$ cat src/rtl/fsp_tx_pkg.sv
package fsp_tx_pkg;

  typedef enum logic [1:0] {
    CMP_NONE0 = 2'b00,
    CMP_NONE1 = 2'b01,
    CMP_MU    = 2'b10,
    CMP_A     = 2'b11
  } cmp_mode_e;

  typedef enum logic [1:0] {
    ST_IDLE  = 2'd0,
    ST_DELAY = 2'd1,
    ST_SHIFT = 2'd2
  } tx_state_e;

  // 16-bit signed linear to 8-bit mu-law
  function automatic logic [7:0] mu_encode(logic [15:0] s);
    logic        sgn;
    logic [16:0] mag;
    logic [2:0]  seg;
    logic [3:0]  mant;
    sgn = s[15];
    mag = sgn ? (17'h10000 - {1'b0, s}) : {1'b0, s};
    if (mag > 17'd32635) mag = 17'd32635;
    mag = mag + 17'd132;
    seg = 3'd0;
    for (int i = 1; i < 8; i++) begin
      if (mag[i+7]) seg = 3'(i);
    end
    mant = 4'(mag >> (32'(seg) + 32'd3));
    return ~{sgn, seg, mant};
  endfunction

  // 16-bit signed linear to 8-bit A-law
  function automatic logic [7:0] a_encode(logic [15:0] s);
    logic        pos;
    logic [11:0] m;
    logic [2:0]  seg;
    logic [3:0]  mant;
    pos = ~s[15];
    m   = pos ? s[14:3] : ~s[14:3];
    seg = 3'd0;
    for (int i = 1; i < 8; i++) begin
      if (m[i+4]) seg = 3'(i);
    end
    mant = (seg < 3'd2) ? m[4:1] : 4'(m >> seg);
    return {1'b0, seg, mant} ^ (pos ? 8'hD5 : 8'h55);
  endfunction

endpackage

$ cat src/rtl/fsp_tx_compand.sv
module fsp_tx_compand #(
  parameter  int DW = 32,
  localparam int HW = DW / 2,
  localparam int IW = $clog2(DW)
) (
  input  logic [1:0]    cmp_mode_i,
  input  logic [IW-1:0] wlen_i,
  input  logic [HW-1:0] hi_i,
  input  logic [HW-1:0] lo_i,
  output logic [DW-1:0] word_o,
  output logic [IW-1:0] top_o
);
  import fsp_tx_pkg::*;

  localparam logic [IW-1:0] MIN_TOP = IW'(7);

  logic [7:0] code;

  always_comb begin
    code = (cmp_mode_e'(cmp_mode_i) == CMP_A) ? a_encode(lo_i[15:0]) : mu_encode(lo_i[15:0]);
    if (cmp_mode_i[1]) begin
      word_o = {{(DW-8){1'b0}}, code};
      top_o  = MIN_TOP;
    end else begin
      word_o = {hi_i, lo_i};
      top_o  = (wlen_i < MIN_TOP) ? MIN_TOP : wlen_i;
    end
  end

endmodule

$ cat src/rtl/fsp_tx_hold.sv
module fsp_tx_hold #(
  parameter  int DW = 32,
  localparam int HW = DW / 2,
  localparam int IW = $clog2(DW)
) (
  input  logic          clk_i,
  input  logic          rst_ni,
  input  logic          wr_lo_i,
  input  logic          wr_hi_i,
  input  logic [HW-1:0] wdata_i,
  input  logic [DW-1:0] conv_word_i,
  input  logic [IW-1:0] conv_top_i,
  input  logic          take_i,
  output logic [HW-1:0] dxr_hi_o,
  output logic [HW-1:0] dxr_lo_o,
  output logic          xrdy_o,
  output logic [DW-1:0] buf_word_o,
  output logic [IW-1:0] buf_top_o,
  output logic          buf_full_o
);

  logic pending_q;
  logic copy;

  assign copy = pending_q & ~buf_full_o;

  always_ff @(posedge clk_i or negedge rst_ni) begin
    if (!rst_ni) begin
      dxr_hi_o   <= '0;
      dxr_lo_o   <= '0;
      pending_q  <= 1'b0;
      xrdy_o     <= 1'b1;
      buf_word_o <= '0;
      buf_top_o  <= IW'(7);
      buf_full_o <= 1'b0;
    end else begin
      if (wr_hi_i) dxr_hi_o <= wdata_i;
      if (copy) begin
        buf_word_o <= conv_word_i;
        buf_top_o  <= conv_top_i;
      end
      // a new low write wins over a same-cycle copy of the older word
      if (wr_lo_i) begin
        dxr_lo_o  <= wdata_i;
        pending_q <= 1'b1;
        xrdy_o    <= 1'b0;
      end else if (copy) begin
        pending_q <= 1'b0;
        xrdy_o    <= 1'b1;
      end
      if (copy)        buf_full_o <= 1'b1;
      else if (take_i) buf_full_o <= 1'b0;
    end
  end

endmodule

$ cat src/rtl/fsp_tx_shift.sv
module fsp_tx_shift #(
  parameter  int DW = 32,
  localparam int IW = $clog2(DW)
) (
  input  logic          clk_i,
  input  logic          rst_ni,
  input  logic          bit_en_i,
  input  logic          fs_i,
  input  logic [1:0]    delay_i,
  input  logic          uf_clr_i,
  input  logic [DW-1:0] buf_word_i,
  input  logic [IW-1:0] buf_top_i,
  input  logic          buf_full_i,
  output logic          take_o,
  output logic          dx_o,
  output logic          dx_oe_o,
  output logic          uf_o
);
  import fsp_tx_pkg::*;

  tx_state_e     state_q;
  logic [1:0]    dcnt_q;
  logic [IW-1:0] idx_q;
  logic [DW-1:0] sreg_q;
  logic [1:0]    dly_eff;
  logic          free;

  assign dly_eff = (delay_i == 2'b11) ? 2'd2 : delay_i;
  // free also in the slot right after the LSB, for gapless frames
  assign free    = (state_q == ST_IDLE) || ((state_q == ST_SHIFT) && (idx_q == '0));
  assign take_o  = bit_en_i & fs_i & free;

  always_ff @(posedge clk_i or negedge rst_ni) begin
    if (!rst_ni) begin
      state_q <= ST_IDLE;
      dcnt_q  <= '0;
      idx_q   <= '0;
      sreg_q  <= '0;
      dx_o    <= 1'b0;
      dx_oe_o <= 1'b0;
    end else if (take_o) begin
      sreg_q <= buf_word_i;
      idx_q  <= buf_top_i;
      if (dly_eff == 2'd0) begin
        dx_o    <= buf_word_i[buf_top_i];
        dx_oe_o <= 1'b1;
        state_q <= ST_SHIFT;
      end else begin
        dcnt_q  <= dly_eff - 2'd1;
        dx_o    <= 1'b0;
        dx_oe_o <= 1'b0;
        state_q <= ST_DELAY;
      end
    end else if (bit_en_i) begin
      unique case (state_q)
        ST_DELAY: begin
          if (dcnt_q == '0) begin
            dx_o    <= sreg_q[idx_q];
            dx_oe_o <= 1'b1;
            state_q <= ST_SHIFT;
          end else begin
            dcnt_q <= dcnt_q - 2'd1;
          end
        end
        ST_SHIFT: begin
          if (idx_q != '0) begin
            idx_q <= idx_q - IW'(1);
            dx_o  <= sreg_q[idx_q - IW'(1)];
          end else begin
            dx_o    <= 1'b0;
            dx_oe_o <= 1'b0;
            state_q <= ST_IDLE;
          end
        end
        default: begin
          dx_o    <= 1'b0;
          dx_oe_o <= 1'b0;
          state_q <= ST_IDLE;
        end
      endcase
    end
  end

  always_ff @(posedge clk_i or negedge rst_ni) begin
    if (!rst_ni)                   uf_o <= 1'b0;
    else if (take_o & ~buf_full_i) uf_o <= 1'b1;
    else if (uf_clr_i)             uf_o <= 1'b0;
  end

endmodule

$ cat src/rtl/fsp_tx.sv
module fsp_tx #(
  parameter  int DW = 32,
  localparam int HW = DW / 2,
  localparam int IW = $clog2(DW)
) (
  input  logic          clk_i,
  input  logic          rst_ni,
  input  logic          wr_lo_i,
  input  logic          wr_hi_i,
  input  logic [HW-1:0] wdata_i,
  input  logic [IW-1:0] wlen_i,
  input  logic [1:0]    cmp_mode_i,
  input  logic [1:0]    delay_i,
  input  logic          bit_en_i,
  input  logic          fs_i,
  input  logic          uf_clr_i,
  output logic          xrdy_o,
  output logic          dx_o,
  output logic          dx_oe_o,
  output logic          uf_o
);

  logic [HW-1:0] dxr_hi, dxr_lo;
  logic [DW-1:0] conv_word, buf_word;
  logic [IW-1:0] conv_top, buf_top;
  logic          buf_full, take;

  fsp_tx_compand #(.DW(DW)) u_compand (
    .cmp_mode_i (cmp_mode_i),
    .wlen_i     (wlen_i),
    .hi_i       (dxr_hi),
    .lo_i       (dxr_lo),
    .word_o     (conv_word),
    .top_o      (conv_top)
  );

  fsp_tx_hold #(.DW(DW)) u_hold (
    .clk_i       (clk_i),
    .rst_ni      (rst_ni),
    .wr_lo_i     (wr_lo_i),
    .wr_hi_i     (wr_hi_i),
    .wdata_i     (wdata_i),
    .conv_word_i (conv_word),
    .conv_top_i  (conv_top),
    .take_i      (take),
    .dxr_hi_o    (dxr_hi),
    .dxr_lo_o    (dxr_lo),
    .xrdy_o      (xrdy_o),
    .buf_word_o  (buf_word),
    .buf_top_o   (buf_top),
    .buf_full_o  (buf_full)
  );

  fsp_tx_shift #(.DW(DW)) u_shift (
    .clk_i      (clk_i),
    .rst_ni     (rst_ni),
    .bit_en_i   (bit_en_i),
    .fs_i       (fs_i),
    .delay_i    (delay_i),
    .uf_clr_i   (uf_clr_i),
    .buf_word_i (buf_word),
    .buf_top_i  (buf_top),
    .buf_full_i (buf_full),
    .take_o     (take),
    .dx_o       (dx_o),
    .dx_oe_o    (dx_oe_o),
    .uf_o       (uf_o)
  );

endmodule

$ cat config.mk
export PLATFORM = sky130hd
export DESIGN_NAME = fsp_tx
export DESIGN_NICKNAME = d
export VERILOG_FILES = /design/src/rtl/fsp_tx_pkg.sv /design/src/rtl/fsp_tx_compand.sv /design/src/rtl/fsp_tx_hold.sv /design/src/rtl/fsp_tx_shift.sv /design/src/rtl/fsp_tx.sv
export SDC_FILE = /design/constraint.sdc
export NUM_CORES = 1
export LEC_CHECK = 0
export BUFFER_PORTS_ARGS = -buffer_cell sky130_fd_sc_hd__buf_2
export CAP_MARGIN = 10
export CORE_ASPECT_RATIO = 0.9
export CORE_MARGIN = 4
export CORE_UTILIZATION = 25
export CTS_CLUSTER_SIZE = 10
export DETAILED_ROUTE_END_ITERATION = 8
export PLACE_DENSITY_LB_ADDON = 0.12
export SLEW_MARGIN = 30
export SYNTH_ARGS = -nofsm -noshare
export SYNTH_HDL_FRONTEND = slang
export SYNTH_SLANG_ARGS = --single-unit
$ cat constraint.sdc
create_clock -name clk_i -period 5.87 [get_ports clk_i]
set_input_delay 0.2935 -clock clk_i [delete_from_list [all_inputs] [get_ports clk_i]]
set_output_delay 0.2935 -clock clk_i [all_outputs]
set_load 0.005 [all_outputs]
* Word-level counts from Yosys, hierarchy flattened *
Index checks and enable logic that the tools add are counted.

cells by class
  add/sub/neg operators = 6
  multiply operators = 0
  divide/modulo/power cells = 0
  $lt $le $gt $ge = 6
  eq/ne operators = 8
  shift operators = 2
  multiplexer cells = 65
  bitwise operators = 8
  reductions and logical operators = 18

operators by type and width
  kind                                                   count
  2-to-1 mux 17 bit                                      2
  2-to-1 mux 32 bit                                      1
  >> shifter 17 x 32 -> 4 bit                            1
  2-to-1 mux 2 bit                                       15
  2-to-1 mux 5 bit                                       6
  2-to-1 mux 3 bit                                       8
  2-to-1 mux 1 bit                                       23
  < comparator 5 x 6 -> 1 bit (second input constant)    3
  adder 17 x 8 -> 17 bit (second input constant)         1
  > comparator 17 x 15 -> 1 bit (second input constant)  1
  subtractor 17 x 16 -> 17 bit (first input constant)    1
  2-to-1 mux 8 bit                                       2
  binary-select mux 1 bit (select 5 bit)                 3
  nonzero test 2 bit                                     7
  2-to-1 mux 12 bit                                      1
  inverter 12 bit                                        1
  >> shifter 12 x 3 -> 4 bit                             1
  inverter 8 bit                                         1
  XOR 7 x 8 -> 8 bit                                     1
  == test 2 bit (second input constant)                  3
  zero test 2 bit                                        3
  AND reduction 3 bit                                    2
  zero test 5 bit                                        1
  < comparator 5 x 3 -> 1 bit (second input constant)    1
  19 further kinds                                       24

word-level totals
  register bits = 116
  latch bits = 0
  memory bits (writable) = 0
  ROM bits = 0
  logic and storage cells = 127
  memories = 0

* Logic depth before layout (Yosys ltp) *
Gate-level depths: netlist (run 1).

  word-level depth = 17
  gate-level depth with buffers = 21

* Modules after synthesis *
Synthesis (run 1) repeated with hierarchy kept, for this count alone.

unflattened totals
  cell total of the unflattened synthesis = 802
  area total of the unflattened synthesis = 7967.6 µm²

by module, submodules not included
  module          instances  cells an instance  area an instance (µm²)  seq. area each (µm²)
  fsp_tx_shift    1          295                2849.0                  1076.0
  fsp_tx_hold     1          154                2748.9                  1806.7
  fsp_tx_compand  1          353                2369.8                  0.0

* Worst setup path after synthesis (run 1) *
No wires, ideal clock.

  path kind = flip-flop to flip-flop
  start point = register u_hold.dxr_lo_o[0]
  end point = register u_hold.buf_word_o[0]
  library setup time = 0.074 ns
  data arrival time = 4.985 ns
  required time = 5.796 ns
  path slack = 0.811 ns
  cell stages (with the launch flop) = 20
  cell sequence = dfrtp_1 > inv_1 > ha_1 > or4b_1 > buf_2 > o41ai_1 > xnor2_1 > o31ai_1 > a21oi_1 > ha_1 > buf_1 > inv_1 > nor2_1 > a41o_1 > nor3_4 > nor4b_4 > o311ai_4 > mux4_2 > nor2b_4 > o21ai_2

on the way
  longest elaborated chain between the ends = 17

RTL lines
  item                            line                  source
  start, declared                 fsp_tx_hold.sv:15     output logic [HW-1:0] dxr_lo_o,
  start signal, assigned          fsp_tx_hold.sv:44     dxr_lo_o <= wdata_i;
  subtractor 17 x 16 -> 17 bit    fsp_tx_pkg.sv:23      mag = sgn ? (17'h10000 - {1'b0, s}) : {1'b0, s};
  2-to-1 mux 17 bit               fsp_tx_pkg.sv:23
  > comparator 17 x 15 -> 1 bit   fsp_tx_pkg.sv:24      if (mag > 17'd32635) mag = 17'd32635;
  2-to-1 mux 17 bit               fsp_tx_pkg.sv:24
  adder 17 x 8 -> 17 bit          fsp_tx_pkg.sv:25      mag = mag + 17'd132;
  2-to-1 mux 1 bit                fsp_tx_pkg.sv:28      if (mag[i+7]) seg = 3'(i);
  2-to-1 mux 2 bit (2 in series)  fsp_tx_pkg.sv:28
  2-to-1 mux 3 bit (4 in series)  fsp_tx_pkg.sv:28
  adder 3 x 2 -> 4 bit            fsp_tx_pkg.sv:30      mant = 4'(mag >> (32'(seg) + 32'd3));
  >> shifter 17 x 32 -> 4 bit     fsp_tx_pkg.sv:30
  inverter 8 bit                  fsp_tx_pkg.sv:31      return ~{sgn, seg, mant};
  2-to-1 mux 8 bit                fsp_tx_compand.sv:20  code = (cmp_mode_e'(cmp_mode_i) == CMP_A) ? a_encode(lo_i[15:0]) : mu_encode(lo_i[15:0]);
  2-to-1 mux 32 bit (*)           fsp_tx_compand.sv:21  if (cmp_mode_i[1]) begin
  end signal, assigned            fsp_tx_hold.sv:39     buf_word_o <= conv_word_i;
  end, declared                   fsp_tx_hold.sv:17     output logic [DW-1:0] buf_word_o,

Mark *: on every way between the ends. The rest lies on a longest branch, timed or not.
A chain may end at the register's enable or synchronous reset.

* Worst setup path after layout (run 1) *
Same ends and word-level chain as after synthesis.

==> results.json, run 1 <==
{
  "ios": 36,
  "vias_per_cell": 4.88,
  "cp-end-kind": "flip-flop",
  "drc": 0,
  "fp.dieH_microns": 172,
  "drv_cap": 0,
  "path_clk_slew_ps": 60,
  "power_density_mw_per_mm2": 461,
  "port_buffers": 35,
  "fp.dieW_microns": 190,
  "worstPathArrival_ps": 5770,
  "rsz0062_at_grt": "no",
  "cts_root_buf": "clkbuf_16",
  "post-route-util_pct": 29.6,
  "antenna_found_initial": 0,
  "ys_seq_area_share_pct": 38.7,
  "tightest_slew_ps": 870,
  "synth_top_area_cell": "dfrtp_1",
  "synth_edf_count": 0,
  "yosys_warnings": 0,
  "hold_class": "input pin to flip-flop",
  "netlist_area_sq_mm": 0.00745,
  "stdcell_count": 1237,
  "startpoint_type": "flip-flop",
  "clkPwrFrac_pct": 26.8,
  "dp_hpwl_microns": 16500,
  "synthArstFlopShare_pct": 100,
  "swShare_pct": 37.7,
  "p_int_mw": 2.48,
  "fin_ws_ps": 444,
  "grt_max_degree": 72,
  "routed_wl_microns": 22900,
  "clockBufferDepth": 2,
  "synth.area.top_cells": "dfrtp_1 37%, mux4_2 9.4%, nand2_1 9.1%",
  "setup-violations-final": 0,
  "hp-start": "uf_clr_i",
  "power.switching_mw": 1.50,
  "timing.critical_path.required_ps": 6220,
  "clock-sinks": 115,
  "cp_max_fo": 10,
  "vdd_ir_drop_max_mv": 0.171,
  "grt_usage_pct": 14.3,
  "cts_htree_levels": 4,
  "dp_slack_ps": 554,
  "final_cell_mix": "179 x nand2_1, 110 x dfrtp_1, 76 x o21ai_0",
  "grt_pass1_vias": 6005,
  "post_drt_wl_per_cell_microns": 18.5,
  "final_common_cell": "nand2_1",
  "slew_viol_final": 0,
  "vias": 6038,
  "place_congestion": 0.847,
  "drt-initial-drc-count": 422,
  "fin_crit_ps": 5430,
  "slew_headroom_pct": 41.7,
  "ys_types": 73,
  "antenna_cells": 0,
  "numCtsBuffers": 17,
  "ys.flop_type": "dfrtp_1",
  "yosys_register_bits": 115,
  "synthCells": 814,
  "fmax_mhz": 184,
  "grt_pass1_wl_microns": 36600,
  "seq_power_share_pct": 36.0,
  "synth_top_area_share_pct": 37.3,
  "status": "finished clean",
  "overflow": 0,
  "combPwrFrac_pct": 37.3,
  "skew_ps": 11.2,
  "drt-pass1-iter-count": 5,
  "die_area_sq_mm": 0.0326,
  "hold_violations": 0,
  "synth_area_per_cell_sq_um": 9.15,
  "antenna_left": 0,
  "finalCritPeriodShare_pct": 92.4,
  "stdcell_area_sq_mm": 0.00864,
  "tns_ps": 0,
  "crit_type": "flip-flop to flip-flop",
  "clkLatencyLatePin_ps": 420,
  "crit_start": "u_hold.dxr_lo_o[0]",
  "postCtsSetupBuffers": 0,
  "drive_above_1_share_pct": 20.3,
  "placed_cell_area_sq_mm": 0.00803,
  "p_leak_nw": 3.65,
  "syn2layout_area_growth_pct": 16.0,
  "cts_tree": "yes",
  "synth_nets": 854,
  "timing.rr.start": "u_hold.dxr_lo_o[0]",
  "coreArea_sq_mm": 0.0292,
  "start_util_pct": 25.5,
  "fin_nets": 868,
  "dp.cells": 1204,
  "rows": 59
}
==> synthesized netlist by cell type (3+ instances only) <==
cell type / number
ha_1: 8
xor2_1: 7
or4_1: 5
nor4_1: 4
nand2b_1: 28
o211a_1: 3
buf_1: 6
o22ai_1: 5
dfstp_2: 4
and3_1: 3
or3_1: 11
o21bai_1: 4
nor2_1: 40
o31ai_1: 10
o21a_1: 6
a21o_1: 5
or2_2: 6
a21oi_1: 30
o211ai_1: 9
inv_1: 22
a31oi_1: 7
nand3_1: 8
xnor2_1: 20
o21ai_0: 76
nor3_1: 9
mux2i_1: 14
o32ai_1: 4
dfrtp_1: 111
nand2_1: 180
clkbuf_1: 49
nor2b_1: 6
mux2_2: 30
mux4_2: 31
==> worst paths after layout <==
path	to	slack [ps]	cells past startpoint
setup / recovery	u_hold.buf_word_o[0]	440	17
hold / removal	u_shift.uf_o	70	2
setup reg to reg	u_hold.buf_word_o[0]	440	17
hold reg to reg	u_shift.dx_o	480	2
max in group asynchronous	u_hold.dxr_lo_o[10]	4370	3
min in group asynchronous	u_shift.dx_o	430	2
==> power groups by stage <==
stage | sequential [mW] | clock [mW] | combinational, mW
floorplan | 1.23 | 0 | 1.22
global placement | 1.45 | 0 | 1.50
detailed placement | 1.45 | 0 | 1.50
CTS | 1.44 | 1.09 | 1.50
global route | 1.49 | 1.12 | 1.66
finish | 1.43 | 1.07 | 1.48
==> final cells by class <==
type / count / area, sq um
flip-flops and latches: 115 / 2880
clock inverters: 13 / 159
repair buffers: 54 / 327
multi-input cells: 618 / 4250
well taps: 396 / 495
clock buffers: 19 / 443
inverters: 22 / 82.6
fillers: 3096 / 20500
==> metal layers <==
layer  track usage [%]  vias up  wire, microns
met5                 0        -              0
met4              2.83        0            143
met3              2.03       13            640
met2              21.9      102          10300
met1              21.8     2989          11900
li1                  -     2934              -
==> cell families (layout without fill, tap and decap cells) <==
family	count (synthesis)	in the layout	share of synthesized area, %
muxes	75	75	15.8
buffers and inverters	81	108	4.32
DFF	115	115	38.7
AOI/OAI and AO/OA	197	197	17.5
xor gates and xnor gates	27	27	3.17
and+or+nand+nor	311	311	19.2
adders and majority gates	8	8	1.34
==> critical path, stage by stage (launching register included) <==
cell and delay (ps):
dfrtp_1 410, inv_1 100, ha_1 240, or4b_1 540
o41ai_1 590, xnor2_1 270, nor2_1 380, a21oi_1 160
nand2_1 100, ha_1 290, o211a_1 360, a21oi_1 80
a2111oi_0 610, a21oi_2 190, o311ai_4 200, mux4_2 570
nor2b_4 140, o21ai_2 130
==> registers in the layout, indices dropped and copies added (netlist names), 2 cells and up <==
signal and flops:
u_hold.buf_top_o 5, u_hold.buf_word_o 32, u_shift.dcnt_q 2, u_shift.sreg_q 32
u_hold.dxr_lo_o 16, u_shift.idx_q 5, u_hold.dxr_hi_o 16
==> metrics by stage <==
step	hold slack, ps	total power, mW
after global placement	361	2.96
final	68.8	3.98
after detailed placement	357	2.95
after global routing	66.6	4.27
after CTS	54.9	4.04
after floorplan	-2.09	2.45
==> what timing repair did <==
item,4_1_cts,5_1_grt
endpoints found under the hold margin,43,0
resized for setup,0,0
hold buffers,1,0
Power figures use the tool's default switching activity.
==> run 2: changes to the inputs <==
Settings changed: SKIP_CTS_REPAIR_TIMING set to 1.
Clock period 5.87 ns to 5.6 ns, I/O delays scaled along.
==> run 2 against run 1 <==
The run now ends with hold timing left. Core utilization up 0.31 points. Global-route usage is 0.090 points lower. Worst hold slack worse by 110 ps. Clock-buffer cell count is 2 lower. Clock skew is 0.75 ps higher. Worst setup slack worse by 16 ps. Total power rose by 5.3%. Critical path type unchanged. Register-to-register slack got worse by 20 ps. Largest cell class unchanged. Sequential power is essentially flat. Sequential share of layout area decreased by 0.36 points.
==> results.json, run 2 (synthesis gave the netlist of run 1 again) <==
{
  "status": "finished with violations",
  "violations": "hold timing",
  "dr_wl_met3_microns": 708,
  "drt-initial-drc-count": 488,
  "place_congestion": 0.851,
  "syn2layout_area_growth_pct": 17.2,
  "wl_met1_microns": 11700,
  "vias_per_cell": 4.86,
  "p_int_mw": 2.58,
  "vdd_ir_drop_max_mv": 0.193,
  "drt-pass1-iter-count": 5,
  "timing.critical_path.required_ps": 5890,
  "rows": 59,
  "reg2reg_slack_ps": 430,
  "grt_usage_pct": 14.3,
  "path_clk_slew_ps": 60,
  "rsz0062_at_grt": "no",
  "numCtsBuffers": 17,
  "drc": 0,
  "power.switching_mw": 1.61,
  "grt_pass1_wl_microns": 36400,
  "antenna_cells": 0,
  "swShare_pct": 38.4,
  "highest_layer": "met4",
  "cp_max_fo": 7,
  "crit_type": "flip-flop to flip-flop",
  "dp_hpwl_microns": 16600,
  "hold_class": "input pin to async pin",
  "cp-end-kind": "flip-flop",
  "top_regs": "u_hold.buf_word_o (32), u_shift.sreg_q (32)",
  "crit_start": "u_hold.dxr_lo_o[1]",
  "cts_root_buf": "clkbuf_16",
  "worstPathArrival_ps": 5470,
  "post_drt_wl_per_cell_microns": 18.1,
  "routed_wl_microns": 22600,
  "fin_hold_ws_ps": -45.4,
  "cts_htree_levels": 4,
  "multi_input_area_sq_mm": 0.00427,
  "grt_max_degree": 67,
  "dr_wl_met2_microns": 10000,
  "start_util_pct": 25.5,
  "antenna_found_initial": 0,
  "overflow": 0,
  "slew_headroom_pct": 44.5,
  "clockBufferDepth": 2,
  "drv_cap": 0,
  "drive_above_1_share_pct": 21.7,
  "clkPwrFrac_pct": 26.5,
  "fin_crit_ps": 5170,
  "ios": 36,
  "final_cell_mix": "180 x nand2_1, 111 x dfrtp_1, 75 x o21ai_0",
  "fp.dieW_microns": 190,
  "tightest_slew_ps": 832,
  "grt_pass1_vias": 6048,
  "hold_violations": 48,
  "cts_tree": "yes",
  "die_area_sq_mm": 0.0326,
  "p_leak_nw": 3.70,
  "startpoint_type": "flip-flop",
  "power_density_mw_per_mm2": 480,
  "skew_ps": 12.0,
  "slew_viol_final": 0,
  "fmax_mhz": 193,
  "setup-violations-final": 0,
  "combPwrFrac_pct": 38.5,
  "vias": 6067,
  "clock-sinks": 115,
  "ff_latch_area_sq_mm": 0.00288,
  "fillers": 3092,
  "final_common_cell": "nand2_1",
  "port_buffers": 35,
  "fp.dieH_microns": 172,
  "fin_nets": 879,
  "tns_ps": 0,
  "total_power_mw": 4.19,
  "seq_power_share_pct": 34.9,
  "timing.rr.start": "u_hold.dxr_lo_o[1]",
  "finalCritPeriodShare_pct": 92.4,
  "post-route-util_pct": 29.9,
  "clkLatencyLatePin_ps": 420,
  "antenna_left": 0,
  "coreArea_sq_mm": 0.0292
}
==> run 2: changes by cell type in the layout (fill, tap and decap cells not counted), sizes merged <==
cell and change:
buf +12, inv +6, clkbuf -2, clkinv -2
bufinv -1, clkinvlp -1, dlygate4sd3 -1
==> run 2: path summary, 6_finish.rpt <==
kind	cells after the start	end
worst max-delay path	17	u_hold.buf_word_o[1]
worst min-delay path	1	u_shift.idx_q[2]
worst max register to register	17	u_hold.buf_word_o[1]
worst min register to register	2	u_shift.dx_o
max in group asynchronous	2	u_shift.sreg_q[23]
min in group clk_i	2	u_shift.uf_o
==> run 2: worst max-delay path: stages (launching register included) <==
cell and delay, ps:
dfrtp_1 420, inv_1 90, ha_1 240, or4b_1 610
o41ai_2 470, xnor2_1 240, nand4_1 190, o31ai_1 370
a21oi_1 80, ha_1 290, o211ai_1 190, a21oi_1 140
a311o_1 380, nor2_1 330, o21ai_0 340, mux2i_1 200
a221oi_1 350, o21bai_1 90
==> run 2: cell type report <==
type / instances / share of cell area [%]
clock buffer: 17 / 4.87
clock inverter: 15 / 1.98
inverter: 22 / 0.946
multi-input combinational: 618 / 48.9
sequential: 115 / 33.0
tap: 396 / 5.67
timing repair buffer: 65 / 4.61
==> run 2: stage by stage <==
step	area (sq um)	cells	hold WS (ps)	setup WS, ps
finish	8730	1248	-45.4	427
global placement	8080	1212	445	301
floorplan	7450	814	-15.6	541
CTS	8680	1244	-19.1	227
detailed placement	8080	1212	440	245
global route	8730	1248	18.1	2.53
==> run 2: power by group through the flow <==
stage / registers [mW] / clock network, mW / logic, mW
2_1_floorplan: 1.29 / 0 / 1.28
6_report: 1.46 / 1.11 / 1.62
3_5_place_dp: 1.49 / 0 / 1.62
3_3_place_gp: 1.48 / 0 / 1.63
5_1_grt: 1.52 / 1.18 / 1.80
4_1_cts: 1.47 / 1.14 / 1.63
==> run 2: metal layers <==
layer | track usage (%) | up-vias
met4 | 3.52 | 0
li1 | - | 2968
met1 | 21.5 | 2985
met3 | 2.13 | 17
met2 | 21.4 | 97
met5 | 0 | -
==> run 3: changes to the inputs <==
Settings changed: CORE_MARGIN 4 to 2, CORE_UTILIZATION 25 to 54.
==> run 3 against run 2 <==
Global-route usage increased by 15 points. Clock-buffer cell count rose by 1. Flip-flop and latch count is the same. Critical path type unchanged. The flow now finishes without violations. Sequential power about the same.
==> results.json, run 3 (synthesis gave the netlist of run 1 again) <==
{
  "post-route-util_pct": 62.3,
  "antenna_found_initial": 0,
  "tightest_slew_ps": 781,
  "fp.dieW_microns": 128,
  "fmax_mhz": 192,
  "worstPathArrival_ps": 5540,
  "fin_crit_ps": 5200,
  "reg2regPathDepth": 18,
  "fin_ws_ps": 398,
  "slew_headroom_pct": 47.8,
  "timing.critical_path.required_ps": 5940,
  "grt_max_degree": 67,
  "rows": 40,
  "cts_tree": "yes",
  "use_met2_pct": 42.6,
  "status": "finished clean",
  "die_area_sq_mm": 0.0147,
  "start_util_pct": 55.5,
  "setup-violations-final": 0,
  "grt_pass1_vias": 6023,
  "routed_wl_microns": 20100,
  "startpoint_type": "flip-flop",
  "grt_pass1_wl_microns": 32700,
  "clkLatencyLatePin_ps": 420,
  "cts_root_buf": "clkbuf_16",
  "path_cells": "inv_1 > ha_1 > or4b_4 > o41ai_2 > xnor2_1 > nand4_1 > nor2_2 > a21oi_1 > nand2_1 > ha_1 > o211a_1 > a21oi_1 > a2111oi_1 > a21oi_2 > o311ai_4 > mux4_2 > nor2b_4 > o21ai_2",
  "dp.cells": 980,
  "grt_usage_pct": 29.0,
  "placed_cell_area_sq_mm": 0.00777,
  "post_drt_wl_per_cell_microns": 19.8,
  "ios": 36,
  "clockBufferDepth": 2,
  "slew_viol_final": 0,
  "final_cell_mix": "179 x nand2_1, 111 x dfrtp_1, 76 x o21ai_0",
  "antenna_left": 0,
  "cp-end-kind": "flip-flop",
  "reg2reg_to": "u_hold.buf_word_o[0]",
  "min_path_cells": 2,
  "globalRouteMet3Util_pct": 6.14,
  "fin_nets": 873,
  "top_regs": "u_hold.buf_word_o (32), u_shift.sreg_q (32)",
  "finalCritPeriodShare_pct": 92.9,
  "hp-start": "uf_clr_i",
  "vias": 6283,
  "final_common_cell": "nand2_1",
  "global_route.peak_usage_layer": "met1",
  "tns_ps": 0,
  "rsz0062_at_grt": "no",
  "drive_above_1_share_pct": 20.9,
  "holdPathEnd": "u_shift.uf_o",
  "port_buffers": 35,
  "dp_hpwl_microns": 14700,
  "reg2reg_slack_ps": 400,
  "place_congestion": 0.940,
  "cp_max_fo": 10,
  "cp_slowest_cell": "or4b_4",
  "power_density_mw_per_mm2": 485,
  "cts_htree_levels": 4,
  "numCtsBuffers": 17,
  "overflow": 0,
  "p_leak_nw": 3.66,
  "antenna_cells": 0,
  "crit_type": "flip-flop to flip-flop",
  "dp_slack_ps": 153,
  "hold_class": "input pin to flip-flop",
  "path_clk_slew_ps": 60,
  "met1_usage_pct": 43.3,
  "stdcell_count": 1014,
  "drv_cap": 0,
  "coreArea_sq_mm": 0.0134,
  "fp.dieH_microns": 115,
  "vdd_ir_drop_max_mv": 0.424,
  "hold_violations": 0,
  "critPathMaxStageDelay_ps": 580,
  "skew_ps": 9.46,
  "drc": 0,
  "vias_per_cell": 6.20,
  "clock-sinks": 115,
  "timing.rr.start": "u_hold.dxr_lo_o[1]",
  "drt-initial-drc-count": 605,
  "drt-pass1-iter-count": 7,
  "stdcell_area_sq_mm": 0.00835,
  "fillers": 1151,
  "syn2layout_area_growth_pct": 12.1
}
-- run 3: cell type report --
type	count	area, sq um	area share [%]
multi-input cells	618	4270	51.1
well taps	168	210	2.52
clock inverters	14	118	1.41
inverters	22	82.6	0.989
clock buffers	18	429	5.14
flip-flops and latches	115	2880	34.5
repair buffers	59	360	4.31
-- run 3: worst max-delay path by stage --
| stage | slack [ps] | start | cells after the start | end |
|---|---|---|---|---|
| 5_1_grt | 100 | u_hold.dxr_lo_o[1] | 18 | u_hold.buf_word_o[0] |
| 2_1_floorplan | 540 | u_hold.dxr_lo_o[0] | 19 | u_hold.buf_word_o[0] |
| 3_5_place_dp | 150 | u_hold.dxr_lo_o[1] | 18 | u_hold.buf_word_o[0] |
| 6_report | 400 | u_hold.dxr_lo_o[1] | 18 | u_hold.buf_word_o[0] |
| 4_1_cts | 140 | u_hold.dxr_lo_o[1] | 18 | u_hold.buf_word_o[0] |
| 3_3_place_gp | 330 | u_hold.dxr_lo_o[0] | 18 | u_hold.buf_word_o[0] |
-- run 3: stage by stage --
stage          hold WS, ps  power (mW)
2_1_floorplan        -15.6        2.57
3_5_place_dp           354        3.03
4_1_cts              -93.3        4.05
5_1_grt               45.7        4.31
3_3_place_gp           352        2.99
6_report              59.5        4.05
-- run 3: per-layer routing --
| layer | share of wire [%] | wire length (microns) |
|---|---|---|
| met5 | 0 | 0 |
| met4 | 2.1 | 427 |
| met3 | 6.2 | 1240 |
| met2 | 44 | 8880 |
| met1 | 48 | 9580 |
-- run 3: critical path, delay by kind of cell, from the launching register on --
| kind | cells | cell delay [ps] |
|---|---|---|
| AO/OA/AOI/OAI | 8 | 1950 |
| AND/OR/NAND/NOR | 5 | 1260 |
| multiplexers | 1 | 580 |
| adder cells (fa/ha/maj) | 2 | 540 |
| buffers and inverters | 1 | 100 |
| flip-flops | 1 | 430 |
| XOR/XNOR | 1 | 250 |
-- run 3: power by group --
group / internal [mW] / switching (mW) / leakage (nW)
clock network: 0.577 / 0.422 / 0.267
registers: 1.13 / 0.316 / 1.43
logic: 0.775 / 0.830 / 1.96
total: 2.48 / 1.57 / 3.66
